==> config.mk <==
export PLATFORM = sky130hd
export DESIGN_NAME = aud_clkgen
export DESIGN_NICKNAME = d
export VERILOG_FILES = /design/src/rtl/aclk_pkg.sv /design/src/rtl/aclk_mode_dec.sv /design/src/rtl/aclk_bit_div.sv /design/src/rtl/aclk_frame_gen.sv /design/src/rtl/aclk_port.sv /design/src/rtl/aud_clkgen.sv
export SDC_FILE = /design/constraint.sdc
export NUM_CORES = 1
export LEC_CHECK = 0
export BUFFER_PORTS_ARGS = -buffer_cell sky130_fd_sc_hd__buf_4
export CAP_MARGIN = 5
export CELL_PAD_IN_SITES_DETAIL_PLACEMENT = 0
export CELL_PAD_IN_SITES_GLOBAL_PLACEMENT = 1
export CORE_MARGIN = 3
export CORE_UTILIZATION = 35
export CTS_CLUSTER_SIZE = 8
export DETAILED_ROUTE_END_ITERATION = 8
export PLACE_DENSITY_LB_ADDON = 0.1
export SLEW_MARGIN = 20
export SYNTH_ARGS = -nofsm -noshare
export SYNTH_HDL_FRONTEND = slang
export SYNTH_SLANG_ARGS = --single-unit
export TNS_END_PERCENT = 30
==> constraint.sdc <==
create_clock -name clk_i -period 4.2 [get_ports clk_i]
set_input_delay 0 -clock clk_i [delete_from_list [all_inputs] [get_ports clk_i]]
set_output_delay 0 -clock clk_i [all_outputs]
set_load 0.02 [all_outputs]
==> src/rtl/aclk_pkg.sv <==
package aclk_pkg;
  typedef enum logic [1:0] {
    FMT_LJ  = 2'd0,
    FMT_I2S = 2'd1,
    FMT_RJ  = 2'd2,
    FMT_TDM = 2'd3
  } fmt_e;

  // Encoding mirrors the low two bits of the mode code.
  typedef enum logic [1:0] {
    RAT_NONE = 2'd0,
    RAT_HI   = 2'd1,
    RAT_MID  = 2'd2,
    RAT_LO   = 2'd3
  } ratio_e;

  typedef struct packed {
    logic   en;
    ratio_e ratio;
  } port_cfg_t;
endpackage

==> src/rtl/aclk_mode_dec.sv <==
module aclk_mode_dec
  import aclk_pkg::*;
(
  input  logic       clk_i,
  input  logic       rst_i,
  input  logic [2:0] mode_i,
  output logic       restart_o,
  output port_cfg_t  rx_cfg_o,
  output port_cfg_t  tx_cfg_o
);
  logic [2:0] mode_q;

  always_ff @(posedge clk_i) begin
    mode_q <= mode_i;
  end

  assign restart_o = rst_i || (mode_i != mode_q);

  always_comb begin
    rx_cfg_o = '{en: 1'b0, ratio: RAT_NONE};
    tx_cfg_o = '{en: 1'b0, ratio: RAT_NONE};
    if (mode_q[1:0] != 2'b00) begin
      if (mode_q[2]) begin
        rx_cfg_o.en    = 1'b1;
        rx_cfg_o.ratio = ratio_e'(mode_q[1:0]);
      end else begin
        tx_cfg_o.en    = 1'b1;
        tx_cfg_o.ratio = ratio_e'(mode_q[1:0]);
      end
    end
  end

  a_r2_one_master: assert property (@(posedge clk_i) disable iff (rst_i)
    !(rx_cfg_o.en && tx_cfg_o.en));
endmodule

==> src/rtl/aclk_bit_div.sv <==
module aclk_bit_div
  import aclk_pkg::*;
#(
  parameter int unsigned RATIO_LO       = 256,
  parameter int unsigned RATIO_MID      = 512,
  parameter int unsigned RATIO_HI       = 768,
  parameter int unsigned BITS_PER_FRAME = 64
) (
  input  logic   clk_i,
  input  logic   clr_i,
  input  logic   run_i,
  input  ratio_e ratio_i,
  output logic   sclk_o,
  output logic   wrap_o
);
  localparam int unsigned DIV_LO  = RATIO_LO / BITS_PER_FRAME;
  localparam int unsigned DIV_MID = RATIO_MID / BITS_PER_FRAME;
  localparam int unsigned DIV_HI  = RATIO_HI / BITS_PER_FRAME;
  localparam int unsigned CW      = $clog2(DIV_HI + 1);

  logic [CW-1:0] len;
  logic [CW-1:0] cnt_q;

  always_comb begin
    unique case (ratio_i)
      RAT_HI:  len = CW'(DIV_HI);
      RAT_MID: len = CW'(DIV_MID);
      RAT_LO:  len = CW'(DIV_LO);
      default: len = CW'(DIV_LO);
    endcase
  end

  always_ff @(posedge clk_i) begin
    if (clr_i || !run_i) begin
      cnt_q <= '0;
    end else if (cnt_q == len - CW'(1)) begin
      cnt_q <= '0;
    end else begin
      cnt_q <= cnt_q + CW'(1);
    end
  end

  assign sclk_o = run_i && (cnt_q >= (len >> 1));
  assign wrap_o = run_i && (cnt_q == len - CW'(1));

  a_r3_sclk_rise_mid: assert property (@(posedge clk_i) disable iff (clr_i)
    (run_i && $rose(sclk_o)) |-> (cnt_q == (len >> 1)));
  a_r7_held_zero: assert property (@(posedge clk_i) disable iff (clr_i)
    !run_i |=> (cnt_q == '0));
endmodule

==> src/rtl/aclk_frame_gen.sv <==
module aclk_frame_gen
  import aclk_pkg::*;
#(
  parameter int unsigned BITS_PER_FRAME = 64,
  parameter bit          TDM_OK         = 1'b0
) (
  input  logic       clk_i,
  input  logic       clr_i,
  input  logic       run_i,
  input  logic       wrap_i,
  input  logic [1:0] fmt_i,
  output logic       lrclk_o
);
  localparam int unsigned BW   = $clog2(BITS_PER_FRAME);
  localparam int unsigned HALF = BITS_PER_FRAME / 2;

  logic [BW-1:0] bit_q;
  fmt_e          fmt;

  assign fmt = fmt_e'(fmt_i);

  always_ff @(posedge clk_i) begin
    if (clr_i || !run_i) begin
      bit_q <= '0;
    end else if (wrap_i) begin
      bit_q <= (bit_q == BW'(BITS_PER_FRAME - 1)) ? '0 : bit_q + BW'(1);
    end
  end

  generate
    if (TDM_OK) begin : g_tdm
      always_comb begin
        if (!run_i)              lrclk_o = 1'b0;
        else if (fmt == FMT_TDM) lrclk_o = (bit_q == '0);
        else if (fmt == FMT_I2S) lrclk_o = (bit_q >= BW'(HALF));
        else                     lrclk_o = (bit_q < BW'(HALF));
      end
    end else begin : g_plain
      always_comb begin
        if (!run_i)              lrclk_o = 1'b0;
        else if (fmt == FMT_I2S) lrclk_o = (bit_q >= BW'(HALF));
        else                     lrclk_o = (bit_q < BW'(HALF));
      end
    end
  endgenerate
endmodule

==> src/rtl/aclk_port.sv <==
module aclk_port
  import aclk_pkg::*;
#(
  parameter int unsigned RATIO_LO       = 256,
  parameter int unsigned RATIO_MID      = 512,
  parameter int unsigned RATIO_HI       = 768,
  parameter int unsigned BITS_PER_FRAME = 64,
  parameter bit          TDM_OK         = 1'b0
) (
  input  logic       clk_i,
  input  logic       clr_i,
  input  port_cfg_t  cfg_i,
  input  logic [1:0] fmt_i,
  output logic       oe_o,
  output logic       sclk_o,
  output logic       lrclk_o
);
  logic wrap;

  aclk_bit_div #(
    .RATIO_LO(RATIO_LO), .RATIO_MID(RATIO_MID), .RATIO_HI(RATIO_HI),
    .BITS_PER_FRAME(BITS_PER_FRAME)
  ) u_div (
    .clk_i(clk_i), .clr_i(clr_i), .run_i(cfg_i.en), .ratio_i(cfg_i.ratio),
    .sclk_o(sclk_o), .wrap_o(wrap)
  );

  aclk_frame_gen #(
    .BITS_PER_FRAME(BITS_PER_FRAME), .TDM_OK(TDM_OK)
  ) u_frm (
    .clk_i(clk_i), .clr_i(clr_i), .run_i(cfg_i.en), .wrap_i(wrap),
    .fmt_i(fmt_i), .lrclk_o(lrclk_o)
  );

  assign oe_o = cfg_i.en;

  a_r4_lr_on_fall: assert property (@(posedge clk_i) disable iff (clr_i)
    ($past(oe_o) && oe_o && !$past(clr_i) && (lrclk_o != $past(lrclk_o)))
      |-> ($past(sclk_o) && !sclk_o));
endmodule

==> src/rtl/aud_clkgen.sv <==
module aud_clkgen
  import aclk_pkg::*;
#(
  parameter int unsigned RATIO_LO       = 256,
  parameter int unsigned RATIO_MID      = 512,
  parameter int unsigned RATIO_HI       = 768,
  parameter int unsigned BITS_PER_FRAME = 64
) (
  input  logic       clk_i,
  input  logic       rst_i,
  input  logic [2:0] mode_i,
  input  logic [1:0] rx_fmt_i,
  input  logic [1:0] tx_fmt_i,
  output logic       rx_clk_oe_o,
  output logic       rx_sclk_o,
  output logic       rx_lrclk_o,
  output logic       tx_clk_oe_o,
  output logic       tx_sclk_o,
  output logic       tx_lrclk_o
);
  logic      restart;
  port_cfg_t rx_cfg;
  port_cfg_t tx_cfg;

  aclk_mode_dec u_dec (
    .clk_i(clk_i), .rst_i(rst_i), .mode_i(mode_i),
    .restart_o(restart), .rx_cfg_o(rx_cfg), .tx_cfg_o(tx_cfg)
  );

  aclk_port #(
    .RATIO_LO(RATIO_LO), .RATIO_MID(RATIO_MID), .RATIO_HI(RATIO_HI),
    .BITS_PER_FRAME(BITS_PER_FRAME), .TDM_OK(1'b0)
  ) u_rx (
    .clk_i(clk_i), .clr_i(restart), .cfg_i(rx_cfg), .fmt_i(rx_fmt_i),
    .oe_o(rx_clk_oe_o), .sclk_o(rx_sclk_o), .lrclk_o(rx_lrclk_o)
  );

  aclk_port #(
    .RATIO_LO(RATIO_LO), .RATIO_MID(RATIO_MID), .RATIO_HI(RATIO_HI),
    .BITS_PER_FRAME(BITS_PER_FRAME), .TDM_OK(1'b1)
  ) u_tx (
    .clk_i(clk_i), .clr_i(restart), .cfg_i(tx_cfg), .fmt_i(tx_fmt_i),
    .oe_o(tx_clk_oe_o), .sclk_o(tx_sclk_o), .lrclk_o(tx_lrclk_o)
  );

  a_r7_idle_low: assert property (@(posedge clk_i) disable iff (rst_i)
    (!rx_clk_oe_o |-> (!rx_sclk_o && !rx_lrclk_o)) and
    (!tx_clk_oe_o |-> (!tx_sclk_o && !tx_lrclk_o)));
  a_r1_no_master: assert property (@(posedge clk_i) disable iff (rst_i)
    ($past(mode_i) == mode_i && mode_i[1:0] == 2'b00) |=>
      (!rx_clk_oe_o && !tx_clk_oe_o));
endmodule

[Yosys cells after proc, flatten, opt, wreduce, memory -nomap -nowiden]
Cells that the tools add are included.
Word-level totals
  register bits: 23
  bits of input ports: 9
Operators by class
  add/subtract/negate cells: 6
  $lt $le $gt $ge: 6
  eq/ne operators: 12
  muxes and demuxes: 13
  reduce and logical (&&, ||, !) cells: 13
Operators with widths (count)
  $pmux W4 S2: 2
  $add A6 B1 Y6 const B: 2
  $eq A6 B6 Y1 const B: 2
  $ge A6 B6 Y1 const B: 2
  $lt A6 B6 Y1 const B: 2
  $mux W3: 4
  $mux W6: 2
  $add A4 B1 Y4 const B: 2
  $eq A2 B1 Y1 const B: 4
  $eq A4 B4 Y1: 2
  $ge A4 B3 Y1: 2
  $sub A4 B1 Y4 const B: 2
  $eq A2 B2 Y1 const B: 3
  $logic_not A6 Y1: 1
  $mux W1: 5
  $logic_and A1 B1 Y1: 4
  $reduce_or A2 Y1: 2
  $logic_or A1 B1 Y1: 3
  $ne A3 B3 Y1: 1
  $logic_not A1 Y1: 2
  $reduce_bool A2 Y1: 1

[Logic depth before layout (Yosys ltp)]
Gate-level depths: netlist of the first run.
  word-level depth: 7
  depth in mapped cells: 10
  depth with buffers taken out: 9

[Hierarchy]
A second synthesis of the first run with hierarchy kept.
Unflattened totals
  cells, all modules: 144
  area total of the unflattened synthesis: 1295.0 µm²
By module, submodules not included
  aclk_bit_div: times used 2, cells each 30, area an instance 262.8 µm², sequential area each 80.1 µm²
  aclk_frame_gen at u_tx.u_frm: times used 1, cells each 35, area an instance 312.8 µm², sequential area each 120.1 µm²
  aclk_frame_gen at u_rx.u_frm: times used 1, cells each 33, area an instance 301.5 µm², sequential area each 120.1 µm²
  aclk_mode_dec: times used 1, cells each 14, area an instance 140.1 µm², sequential area each 60.1 µm²
  aclk_port: times used 2, cells each 1, area an instance 7.5 µm², sequential area each 0.0 µm²

[Worst setup path after synthesis of the first run]
Ideal clock, no wire load.
  path kind: register -> register
  start point: register u_dec.mode_q[0]
  end point: register u_tx.u_frm.bit_q[3]
  data arrival time: 1912 ps
  slack: 2221 ps
  stages on the path, launching flop included: 8
  path buffers: 0
  cells stage by stage: dfxtp_1 -> nor2b_1 -> inv_1 -> ha_1 -> xnor2_1 -> nand3_2 -> or4_4 -> a21oi_2
Between the ends
  longest elaborated chain between the ends: 7
  elaborated cells on any way between the ends: 13
  those cells by class: add/sub (1); eq/ne (4); mux (3); reduce/logical (5)
Ends and longest elaborated chain
  start, declared: line aclk_mode_dec.sv:11  | logic [2:0] mode_q;
  start signal, assigned: line aclk_mode_dec.sv:14  | mode_q <= mode_i;
  $mux W3 / $reduce_bool A2 Y1 (equally long branches): line aclk_mode_dec.sv:23, aclk_mode_dec.sv:22
  $mux W3: line aclk_mode_dec.sv:22  | if (mode_q[1:0] != 2'b00) begin
  $eq A2 B2 Y1 / $eq A2 B1 Y1 (equally long branches): line aclk_bit_div.sv:25  | unique case (ratio_i)
  $pmux W4 S2: line aclk_bit_div.sv:25
  $sub A4 B1 Y4: line aclk_bit_div.sv:44  | assign wrap_o = run_i && (cnt_q == len - CW'(1));
  $eq A4 B4 Y1: line aclk_bit_div.sv:44
  $logic_and A1 B1 Y1: line aclk_bit_div.sv:44
  end signal, assigned: line aclk_frame_gen.sv:26  | bit_q <= (bit_q == BW'(BITS_PER_FRAME - 1)) ? '0 : bit_q + BW'(1);
  end, declared: line aclk_frame_gen.sv:17  | logic [BW-1:0] bit_q;
Several ways; a longest one is shown, not always the timed one.
A chain may end at the register's enable or synchronous reset.

[Final worst setup path of the first run]
Same ends and word-level chain as after synthesis.

==> flow_summary_export.csv, run 1 <==
group,metric,value,unit
outcome,status,"finished, final reports clean",
sta,rsz0062_at_grt,"false",
power_and_ir_drop,power.net_switching,0.0947,mW
setup_path,rr_startpoint,"u_dec.mode_q[0]",
cells_and_area,drive_gt1_share,12.8,%
detailed_routing,wire_per_inst,10.9,um
logic_synthesis,yosysUniqueCellTypes,38,
sta,finalClockSkew,0.00351,ns
logic_synthesis,yosys_warnings,0,
sta,worst_pin_slew,0.351,ns
sta,min_period,2.18,ns
clock_network,clkLatencyLatePin,0.26,ns
cells_and_area,fill_cells,387,
min_path,min_path_cells,4,
placement,dp_worst_setup_slack,2.04,ns
sta,hold_viol_final,0,
logic_synthesis,synth_compound_area_share,14.3,%
die,die_area,4620,um^2
global_routing,grt_overflow_total,0,
logic_synthesis,ys_seq_elements,23,
setup_path,worst_ep_arrival_time,2.38,ns
min_path,worstHoldStart,"rst_i",
cells_and_area,area_growth,17.4,%
sta,whs,0.246,ns
power_and_ir_drop,p_comb_share,10.7,%
power_and_ir_drop,pwr-share-clk,33.9,%
power_and_ir_drop,ir_drop,0.122,mV
clock_network,cts_tree,"built",
logic_synthesis,synth-seq-area-share,34.3,%
die,core,3520,um^2
power_and_ir_drop,p_leak,0.605,nW
clock_network,clk_pin_slew,0.08,ns
clock_network,ctsResizeCount,0,
logic_synthesis,yosys.area_share.adder,13.0,%
setup_path,required,4.40,ns
clock_network,cts_num_sinks,23,
setup_path,cpLargestDelayFamily,"simple AND/OR/NAND/NOR gates",
setup_path,cp_slowest_stage_delay,0.56,ns
detailed_routing,first_pass_iters,4,
sta,setup_slack,2.02,ns
setup_path,worst_r2r_path_depth,7,
setup_path,startpoint_type,"flop",
sta,tns,0,ns
setup_path,crit_slowest_cell,"or4_4",
detailed_routing,first_iter_violations,120,
detailed_routing,post-route-drc-count,0,
detailed_routing,via_count,1108,
setup_path,reg2reg_slack,2.02,ns
global_routing,grt_first_pass_wirelength,4400,um
logic_synthesis,synthMuxAreaShare,0,%
power_and_ir_drop,power.total,0.402,mW
global_routing,grt_pass1_vias,1051,
detailed_routing,vias_per_cell,4.92,
clock_network,htreeDepth,1,
die,ios,15,
global_routing,grt_max_degree,14,
power_and_ir_drop,p_int,0.307,mW
sta,finalMaxSlewViolations,0,
placement,io_buffers,14,
global_routing,grt_usage,12.4,%
cells_and_area,stdcell_area,1580,um^2
power_and_ir_drop,p_per_area,255,nW/um^2
setup_path,endpoint_kind,"flop",
detailed_routing,ant_nets,0,
logic_synthesis,postSynthCellCount,159,
setup_path,critPathKind,"flop to flop",
flow_run,cap_violations,0,
setup_path,path_max_fanout,9,
placement,hpwl,1940,um
die,die-width,67.9,um
setup_path,reg2reg_to,"u_tx.u_frm.bit_q[3]",
sta,fmax,0.459,GHz
clock_network,root_buffer,"clkbuf_8",
power_and_ir_drop,seqPwrFrac,55.4,%
clock_network,numCtsBuffers,3,
global_routing,antenna_found_initial,0,
sta,setup_viol,0,
placement,postPlaceCellArea,1500,um^2
logic_synthesis,synth_simple_gate_area_share,25.2,%
logic_synthesis,synth_top_family_by_area,"simple AND/OR/NAND/NOR gates",
placement,gp_congestion,0.841,
setup_path,crit_buf_inv,1,
die,placementRows,21,
logic_synthesis,synth_xor_area_share,7.83,%
logic_synthesis,syn_nets,182,
min_path,hold_class,"primary input to flop",
logic_synthesis,synth_area,1340,um^2
setup_path,crit_chain,"nor2b_1 -> inv_1 -> ha_1 -> xnor2_1 -> nand3_2 -> or4_4 -> a21oi_2",
sta,period_share,51.9,%
clock_network,clk_path_buf_depth,2,
detailed_routing,routed_wl,2440,um
cells_and_area,diodes,0,
die,initial_core_util,38.1,%
power_and_ir_drop,swShare,23.5,%
cells_and_area,nets,203,
logic_synthesis,synth.avg_cell_area,8.44,um^2
die,fp.dieH,67.9,um
min_path,min_to,"u_tx.u_div.cnt_q[1]",
setup_path,setup.worst_path.start,"u_dec.mode_q[0]",
sta,slew_headroom,76.5,%
-- what timing repair did --
action | in CTS | in global routing
hold endpoints to repair | 3 | 0
setup buffers | 0 | 0
hold buffers | 3 | 0
-- cell usage after synthesis (all sizes together) --
cell / n / share of area, %
a211oi: 3 / 1.7
a21oi: 9 / 3.6
a311o: 1 / 0.75
a31oi: 1 / 0.47
and2: 2 / 0.93
and3: 2 / 0.93
and4: 1 / 0.65
buf: 1 / 0.37
dfxtp: 23 / 34
ha: 14 / 13
inv: 18 / 5.0
nand2: 8 / 2.2
nand2b: 2 / 0.93
nand3: 11 / 4.5
nand3b: 1 / 0.56
nand4: 5 / 2.3
nand4bb: 1 / 0.84
nor2: 18 / 5.0
nor2b: 1 / 0.47
nor3: 3 / 1.1
nor3b: 1 / 0.56
nor4bb: 1 / 0.75
o21a: 3 / 1.7
o21ai: 6 / 2.2
o21ba: 1 / 0.75
o21bai: 2 / 2.0
o22ai: 1 / 0.47
o41ai: 1 / 0.65
or3: 4 / 1.9
or3b: 1 / 0.65
or4: 1 / 0.84
xnor2: 7 / 4.6
xor2: 5 / 3.3
-- metrics by stage --
stage / util (%) / instances
3_5_place_dp: 42.6 / 218
5_1_grt: 44.8 / 225
2_1_floorplan: - / 159
3_3_place_gp: 42.6 / 218
4_1_cts: 44.8 / 225
6_report: 44.8 / 225
-- flip-flops by register name, indices dropped and copies added (netlist names) --
| register | flops |
|---|---|
| u_rx.u_frm.bit_q | 6 |
| u_tx.u_frm.bit_q | 6 |
| u_rx.u_div.cnt_q | 4 |
| u_tx.u_div.cnt_q | 4 |
| u_dec.mode_q | 3 |
-- final cells by class --
class	instances	area, um^2	share of cell area [%]
clock buffer	3	41.3	2.62
clock inverter	1	5.00	0.317
inverter	18	67.6	4.29
multi-input combinational	117	810	51.3
sequential	23	460	29.2
tap	46	57.6	3.65
timing repair buffer	17	135	8.57
-- cell families after synthesis --
group                      count (synthesis)
adders and majority gates                 14
and+or+nand+nor                           63
DFF                                       23
xor gates and xnor gates                  12
buffers and inverters                     19
AOI/OAI and AO/OA                         28
-- power groups by stage --
stage	combinational [mW]	clock [mW]	sequential, mW
6_report	0.0430	0.136	0.223
5_1_grt	0.0486	0.155	0.224
4_1_cts	0.0437	0.144	0.223
3_5_place_dp	0.0415	0	0.228
3_3_place_gp	0.0410	0	0.228
2_1_floorplan	0.0265	0	0.227
-- layout by cell type (no fill, tap or decap), types with 3 or more instances in the layout --
master / Yosys / routed
nor3_1: 3 / 3
nand4_1: 5 / 5
buf_4: 0 / 14
inv_1: 17 / 17
dlygate4sd3_1: 0 / 3
or3_1: 4 / 4
nand3_1: 10 / 10
a21oi_1: 8 / 8
xor2_1: 5 / 5
o21a_1: 3 / 3
nand2_1: 8 / 8
nor2_1: 18 / 18
xnor2_1: 7 / 7
dfxtp_1: 23 / 23
clkbuf_8: 0 / 3
o21ai_0: 5 / 5
ha_1: 14 / 14
a211oi_1: 3 / 3
-- per-layer routing --
layer  track usage [%]  vias to the layer above  wire, um
met5                 0                        -         0
met4              2.23                        0         9
met3              3.94                        2        66
met2              20.6                       12      1130
met1              15.7                      504      1230
li1                  -                      590         -
-- tightest hold or removal path, cell delays in order --
cell	delay, ns
buf_4	0.08
o22ai_1	0.14
nand3_1	0.20
nor2_1	0.06
-- how the worst max path moves through the flow --
stage | end | slack, ns | cells past startpoint
5_1_grt | u_tx.u_frm.bit_q[3] | 1.81 | 7
6_report | u_tx.u_frm.bit_q[3] | 2.02 | 7
4_1_cts | u_tx.u_frm.bit_q[3] | 2.01 | 7
3_3_place_gp | u_tx.u_frm.bit_q[3] | 2.11 | 7
2_1_floorplan | u_tx.u_frm.bit_q[3] | 2.22 | 7
3_5_place_dp | u_tx.u_frm.bit_q[3] | 2.04 | 7
No activity file was read; power rests on OpenSTA's default activity.
==> run 2, diff against run 1 <==
clock period = 2.04 ns   (was 4.2 ns; I/O delays follow)
==> run 2 against run 1 <==
Count of clock-buffer cells in the layout rose by 1. Via count rose by 3.1%. Non-clock buffer count rose by 5. Global-route usage rose by 1.6 points. Clock power rose by 100%. Critical path depth rose by 3. Setup slack got worse by 1.9 ns. Clock skew fell by 0.00088 ns. Flip-flop and latch count did not move. Die area did not move. Largest power group unchanged. Highest routed layer unchanged.
==> flow_summary_export.csv, run 2 (synthesis results as in run 1) <==
group,metric,value,unit
global_routing,grt_usage,14.0,%
power_and_ir_drop,seqPwrFrac,54.7,%
setup_path,endpoint_kind,"output port",
global_routing,grt_overflow_total,0,
detailed_routing,via_count,1142,
clock_network,cts_num_sinks,23,
placement,dp_worst_setup_slack,0.0455,ns
cells_and_area,reg.largest.list,"u_rx.u_frm.bit_q (6), u_tx.u_frm.bit_q (6)",
detailed_routing,routed_wl,2720,um
clock_network,clk_pin_slew,0.08,ns
global_routing,grt_pass1_vias,1156,
sta,tns,0,ns
placement,postPlaceCellArea,1520,um^2
min_path,worstHoldStart,"rst_i",
cells_and_area,layout_commonest_cell,"dfxtp_1",
power_and_ir_drop,p_comb_share,12.2,%
min_path,min_to,"u_tx.u_div.cnt_q[1]",
sta,finalMaxSlewViolations,0,
setup_path,worst_ep_arrival_time,1.91,ns
detailed_routing,first_pass_iters,4,
die,die-width,67.9,um
sta,setup_viol,0,
placement,place_inst,221,
power_and_ir_drop,p_int,0.643,mW
clock_network,clk_path_buf_depth,2,
setup_path,critPathKind,"flop to output port",
setup_path,rr_startpoint,"u_dec.mode_q[2]",
sta,hold_viol_final,0,
sta,setup_slack,0.126,ns
die,core,3520,um^2
sta,period_share,93.8,%
clock_network,htreeDepth,1,
outcome,status,"finished, final reports clean",
flow_run,cap_violations,0,
setup_path,worst_r2r_path_depth,6,
cells_and_area,drive_gt1_share,18.5,%
cells_and_area,final_core_util,47.3,%
sta,min_period,1.91,ns
sta,finalClockSkew,0.00263,ns
cells_and_area,diodes,0,
cells_and_area,layout_common_cells,"20 x dfxtp_1, 18 x nor2_1, 18 x buf_4",
placement,gp_congestion,0.773,
detailed_routing,first_iter_violations,49,
setup_path,path_max_fanout,6,
placement,hpwl,2080,um
clock_network,cts_tree,"built",
global_routing,use_met2,22.7,%
global_routing,use_met3,2.96,%
die,initial_core_util,38.1,%
detailed_routing,wire_per_inst,11.8,um
global_routing,use_met1,18.4,%
detailed_routing,post-route-drc-count,0,
die,placementRows,21,
placement,io_buffers,14,
die,fp.dieH,67.9,um
die,ios,15,
clock_network,clkLatencyLatePin,0.26,ns
clock_network,numCtsBuffers,3,
cells_and_area,stdcell_area,1670,um^2
detailed_routing,vias_per_cell,4.97,
global_routing,grt.busiest_layer,"met2",
min_path,hold_class,"primary input to flop",
power_and_ir_drop,p_leak,0.646,nW
setup_path,startpoint_type,"flop",
sta,worst_pin_slew,0.371,ns
setup_path,reg2reg_to,"u_rx.u_frm.bit_q[3]",
power_and_ir_drop,power.net_switching,0.194,mW
power_and_ir_drop,pwr-share-clk,33.2,%
global_routing,grt_first_pass_wirelength,5000,um
sta,slew_headroom,75.1,%
power_and_ir_drop,p_per_area,502,nW/um^2
global_routing,antenna_found_initial,0,
power_and_ir_drop,ir_drop,0.207,mV
sta,fmax,0.523,GHz
setup_path,reg2reg_slack,0.18,ns
min_path,min_path_cells,4,
global_routing,grt_max_degree,13,
setup_path,required,2.04,ns
detailed_routing,ant_nets,0,
power_and_ir_drop,swShare,23.2,%
clock_network,root_buffer,"clkbuf_8",
die,die_area,4620,um^2
cells_and_area,nets,208,
cells_and_area,fin_cells,230,
cells_and_area,area_growth,24.1,%
[run 2: cell count changes in the layout (fill, tap and decap cells not counted), sizes merged]
| cell | delta |
|---|---|
| buf | +4 |
| clkbuf | +1 |
| clkinv | -1 |
| dlymetal6s2s | +1 |
[run 2: metrics by stage]
| step | power [mW] | hold slack [ns] |
|---|---|---|
| CTS | 0.852 | 0.233 |
| global placement | 0.557 | 0.120 |
| floorplan | 0.522 | 0.0277 |
| detailed placement | 0.559 | 0.126 |
| global route | 0.902 | 0.257 |
| finish | 0.837 | 0.232 |
[run 2: worst max path at each step]
stage / startpoint / slack (ns) / depth (start not counted) / to
after detailed placement: u_dec.mode_q[2] / 0.05 / 7 / u_rx.u_frm.bit_q[3]
after global placement: u_dec.mode_q[0] / 0.11 / 8 / u_tx.u_frm.bit_q[5]
after floorplan: u_dec.mode_q[0] / 0.06 / 7 / u_tx.u_frm.bit_q[3]
after global routing: u_dec.mode_q[2] / -0.05 / 10 / rx_sclk_o
final: u_dec.mode_q[1] / 0.13 / 10 / rx_sclk_o
after CTS: u_dec.mode_q[0] / 0.05 / 10 / tx_sclk_o
[run 2: layer usage]
metal | up-vias | routed length (um)
met5 | - | 0
met2 | 8 | 1310
met3 | 2 | 50
met4 | 0 | 23
li1 | 598 | -
met1 | 534 | 1330
[run 2: power groups by stage]
stage | clock [mW] | sequential (mW) | combinational, mW
3_3_place_gp | 0 | 0.469 | 0.0881
5_1_grt | 0.328 | 0.459 | 0.115
3_5_place_dp | 0 | 0.469 | 0.0899
6_report | 0.278 | 0.458 | 0.102
2_1_floorplan | 0 | 0.467 | 0.0546
4_1_cts | 0.298 | 0.459 | 0.0945
[run 2: area by class of cell]
type | count | area (um^2)
clock buffers | 4 | 45.0
fillers | 385 | 1850
inverters | 18 | 67.6
multi-input cells | 117 | 847
flip-flops and latches | 23 | 472
well taps | 46 | 57.6
repair buffers | 22 | 178
[run 2: worst max-delay path, stage by stage (launching register included)]
cell and delay, ns:
dfxtp_4 0.41, nand2_1 0.09, inv_1 0.13, ha_4 0.16
inv_1 0.05, ha_1 0.27, inv_1 0.05, o21ai_0 0.07
a211oi_1 0.20, nor2_1 0.06, buf_4 0.17
[run 2: what timing repair did]
item,4_1_cts,5_1_grt
setup buffers,0,2
hold buffers,3,0
endpoints found under the hold margin,3,0
endpoints found under the setup margin,2,9
pin swaps,0,5
resized for setup,3,11
==> run 3, diff against run 2 <==
GPL_TIMING_DRIVEN = 0   (was default)
==> run 3 against run 2 <==
Register-to-register slack got worse by 0.04 ns. Combinational power barely moved. Clock power rose by 4%. Non-clock buffer count fell by 4. Total power rose by 1.1%. Setup slack improved by 0.012 ns. Maximum frequency rose by 0.62%. Sequential share of layout area rose by 0.13 points.
==> flow_summary_export.csv, run 3 (synthesis results as in run 1) <==
group,metric,value,unit
die,core,3520,um^2
sta,period_share,93.2,%
sta,finalClockSkew,0.00747,ns
cells_and_area,drive_gt1_share,18.9,%
die,placementRows,21,
clock_network,cts_tree,"built",
detailed_routing,first_pass_iters,4,
detailed_routing,wire_per_inst,11.5,um
min_path,hold_class,"primary input to flop",
sta,slew_headroom,75.2,%
setup_path,worst_ep_arrival_time,2.11,ns
setup_path,required,2.24,ns
global_routing,grt_max_degree,13,
cells_and_area,reg.largest.list,"u_rx.u_frm.bit_q (6), u_tx.u_frm.bit_q (6)",
setup_path,setup.worst_path.start,"u_dec.mode_q[2]",
global_routing,grt_usage,13.1,%
sta,worst_pin_slew,0.369,ns
sta,setup_viol,0,
setup_path,worst_r2r_path_depth,6,
die,die_area,4620,um^2
placement,io_buffers,14,
clock_network,clk_path_buf_depth,2,
placement,hpwl,2000,um
sta,hold_viol_final,0,
cells_and_area,final_core_util,47.1,%
placement,postPlaceCellArea,1510,um^2
sta,rsz0062_at_grt,"false",
power_and_ir_drop,ir_drop,0.424,mV
outcome,status,"finished, final reports clean",
detailed_routing,vias_per_cell,4.88,
placement,gp_congestion,0.797,
setup_path,rr_startpoint,"u_dec.mode_q[2]",
clock_network,cts_num_sinks,23,
cells_and_area,nets,204,
cells_and_area,stdcell_area,1660,um^2
cells_and_area,layout_common_cells,"20 x dfxtp_1, 18 x nor2_1, 15 x inv_1",
setup_path,critPathKind,"flop to flop",
detailed_routing,ant_nets,0,
sta,fmax,0.526,GHz
clock_network,clkLatencyLatePin,0.26,ns
die,ios,15,
global_routing,grt_overflow_total,0,
power_and_ir_drop,p_per_area,510,nW/um^2
setup_path,path_max_fanout,9,
detailed_routing,first_iter_violations,40,
die,fp.dieH,67.9,um
die,initial_core_util,38.1,%
global_routing,grt_first_pass_wirelength,4640,um
setup_path,reg2reg_to,"u_tx.u_frm.bit_q[3]",
cells_and_area,layout_commonest_cell,"dfxtp_1",
sta,finalMaxSlewViolations,0,
detailed_routing,via_count,1102,
clock_network,root_buffer,"clkbuf_8",
sta,min_period,1.90,ns
cells_and_area,diodes,0,
cells_and_area,area_growth,23.6,%
flow_run,cap_violations,0,
detailed_routing,post-route-drc-count,0,
clock_network,htreeDepth,1,
setup_path,startpoint_type,"flop",
sta,whs,0.228,ns
clock_network,clk_pin_slew,0.09,ns
setup_path,endpoint,"u_tx.u_frm.bit_q[3]",
die,die-width,67.9,um
detailed_routing,routed_wl,2590,um
power_and_ir_drop,p_leak,0.626,nW
setup_path,reg2reg_slack,0.14,ns
global_routing,grt_pass1_vias,1064,
clock_network,numCtsBuffers,3,
setup_path,endpoint_kind,"flop",
global_routing,antenna_found_initial,0,
[run 3: cell count changes in the layout (fill, tap and decap cells not counted), sizes merged]
| cell | before | now |
|---|---|---|
| buf | 18 | 14 |
[run 3: routing by layer]
metal  up-vias  wire [um]  track usage, %
met1       493       1280            17.4
met4         0         16            2.98
met2        15       1200            20.9
li1        592          -               -
met3         2         92            3.94
met5         -          0               0
[run 3: timing repair]
item                                    in CTS  in global routing
endpoints found under the hold margin        3                  0
hold buffers                                 3                  0
cloned                                       0                  0
pin swaps                                    2                  2
buffers inserted                             0                  1
gates resized for setup                      6                 13
endpoints found under the setup margin       3                  7
[run 3: how the worst min path moves through the flow]
stage | from | end | slack, ns | cells after the start
after global routing | rst_i | u_tx.u_div.cnt_q[0] | 0.29 | 4
after global placement | mode_i[0] | u_dec.mode_q[0] | 0.12 | 1
final | rst_i | u_tx.u_div.cnt_q[1] | 0.23 | 4
after floorplan | mode_i[0] | u_dec.mode_q[0] | 0.03 | 0
after CTS | rst_i | u_tx.u_div.cnt_q[1] | 0.23 | 4
after detailed placement | mode_i[0] | u_dec.mode_q[0] | 0.12 | 1
[run 3: worst max-delay path: stages, from the launching register on]
cell      delay, ns
dfxtp_4        0.37
nand2b_1       0.17
ha_1           0.22
xnor2_2        0.25
nand3_4        0.16
or4_4          0.54
a21oi_2        0.14
[run 3: power breakdown]
part           total (mW)  internal [mW]  switching, mW  leakage, nW
clock network       0.288          0.139          0.149       0.0228
registers           0.458          0.451        0.00697        0.187
logic              0.0999         0.0512         0.0487        0.416
total               0.846          0.641          0.205        0.626
[run 3: area by class of cell]
class | count | area, um^2
repair buffers | 18 | 148
well taps | 46 | 57.6
clock buffers | 4 | 45.0
inverters | 18 | 67.6
multi-input cells | 117 | 870
fillers | 377 | 1860
flip-flops and latches | 23 | 472
[run 3: per-stage QoR]
stage,setup slack (ns),instances,TNS (ns),total power [mW]
6_report,0.138,226,0,0.846
2_1_floorplan,0.0610,159,0,0.522
5_1_grt,0.00456,226,0,0.897
3_5_place_dp,-0.130,219,-0.130,0.557
3_3_place_gp,-0.116,219,-0.116,0.555
4_1_cts,0.0000329,226,0,0.857
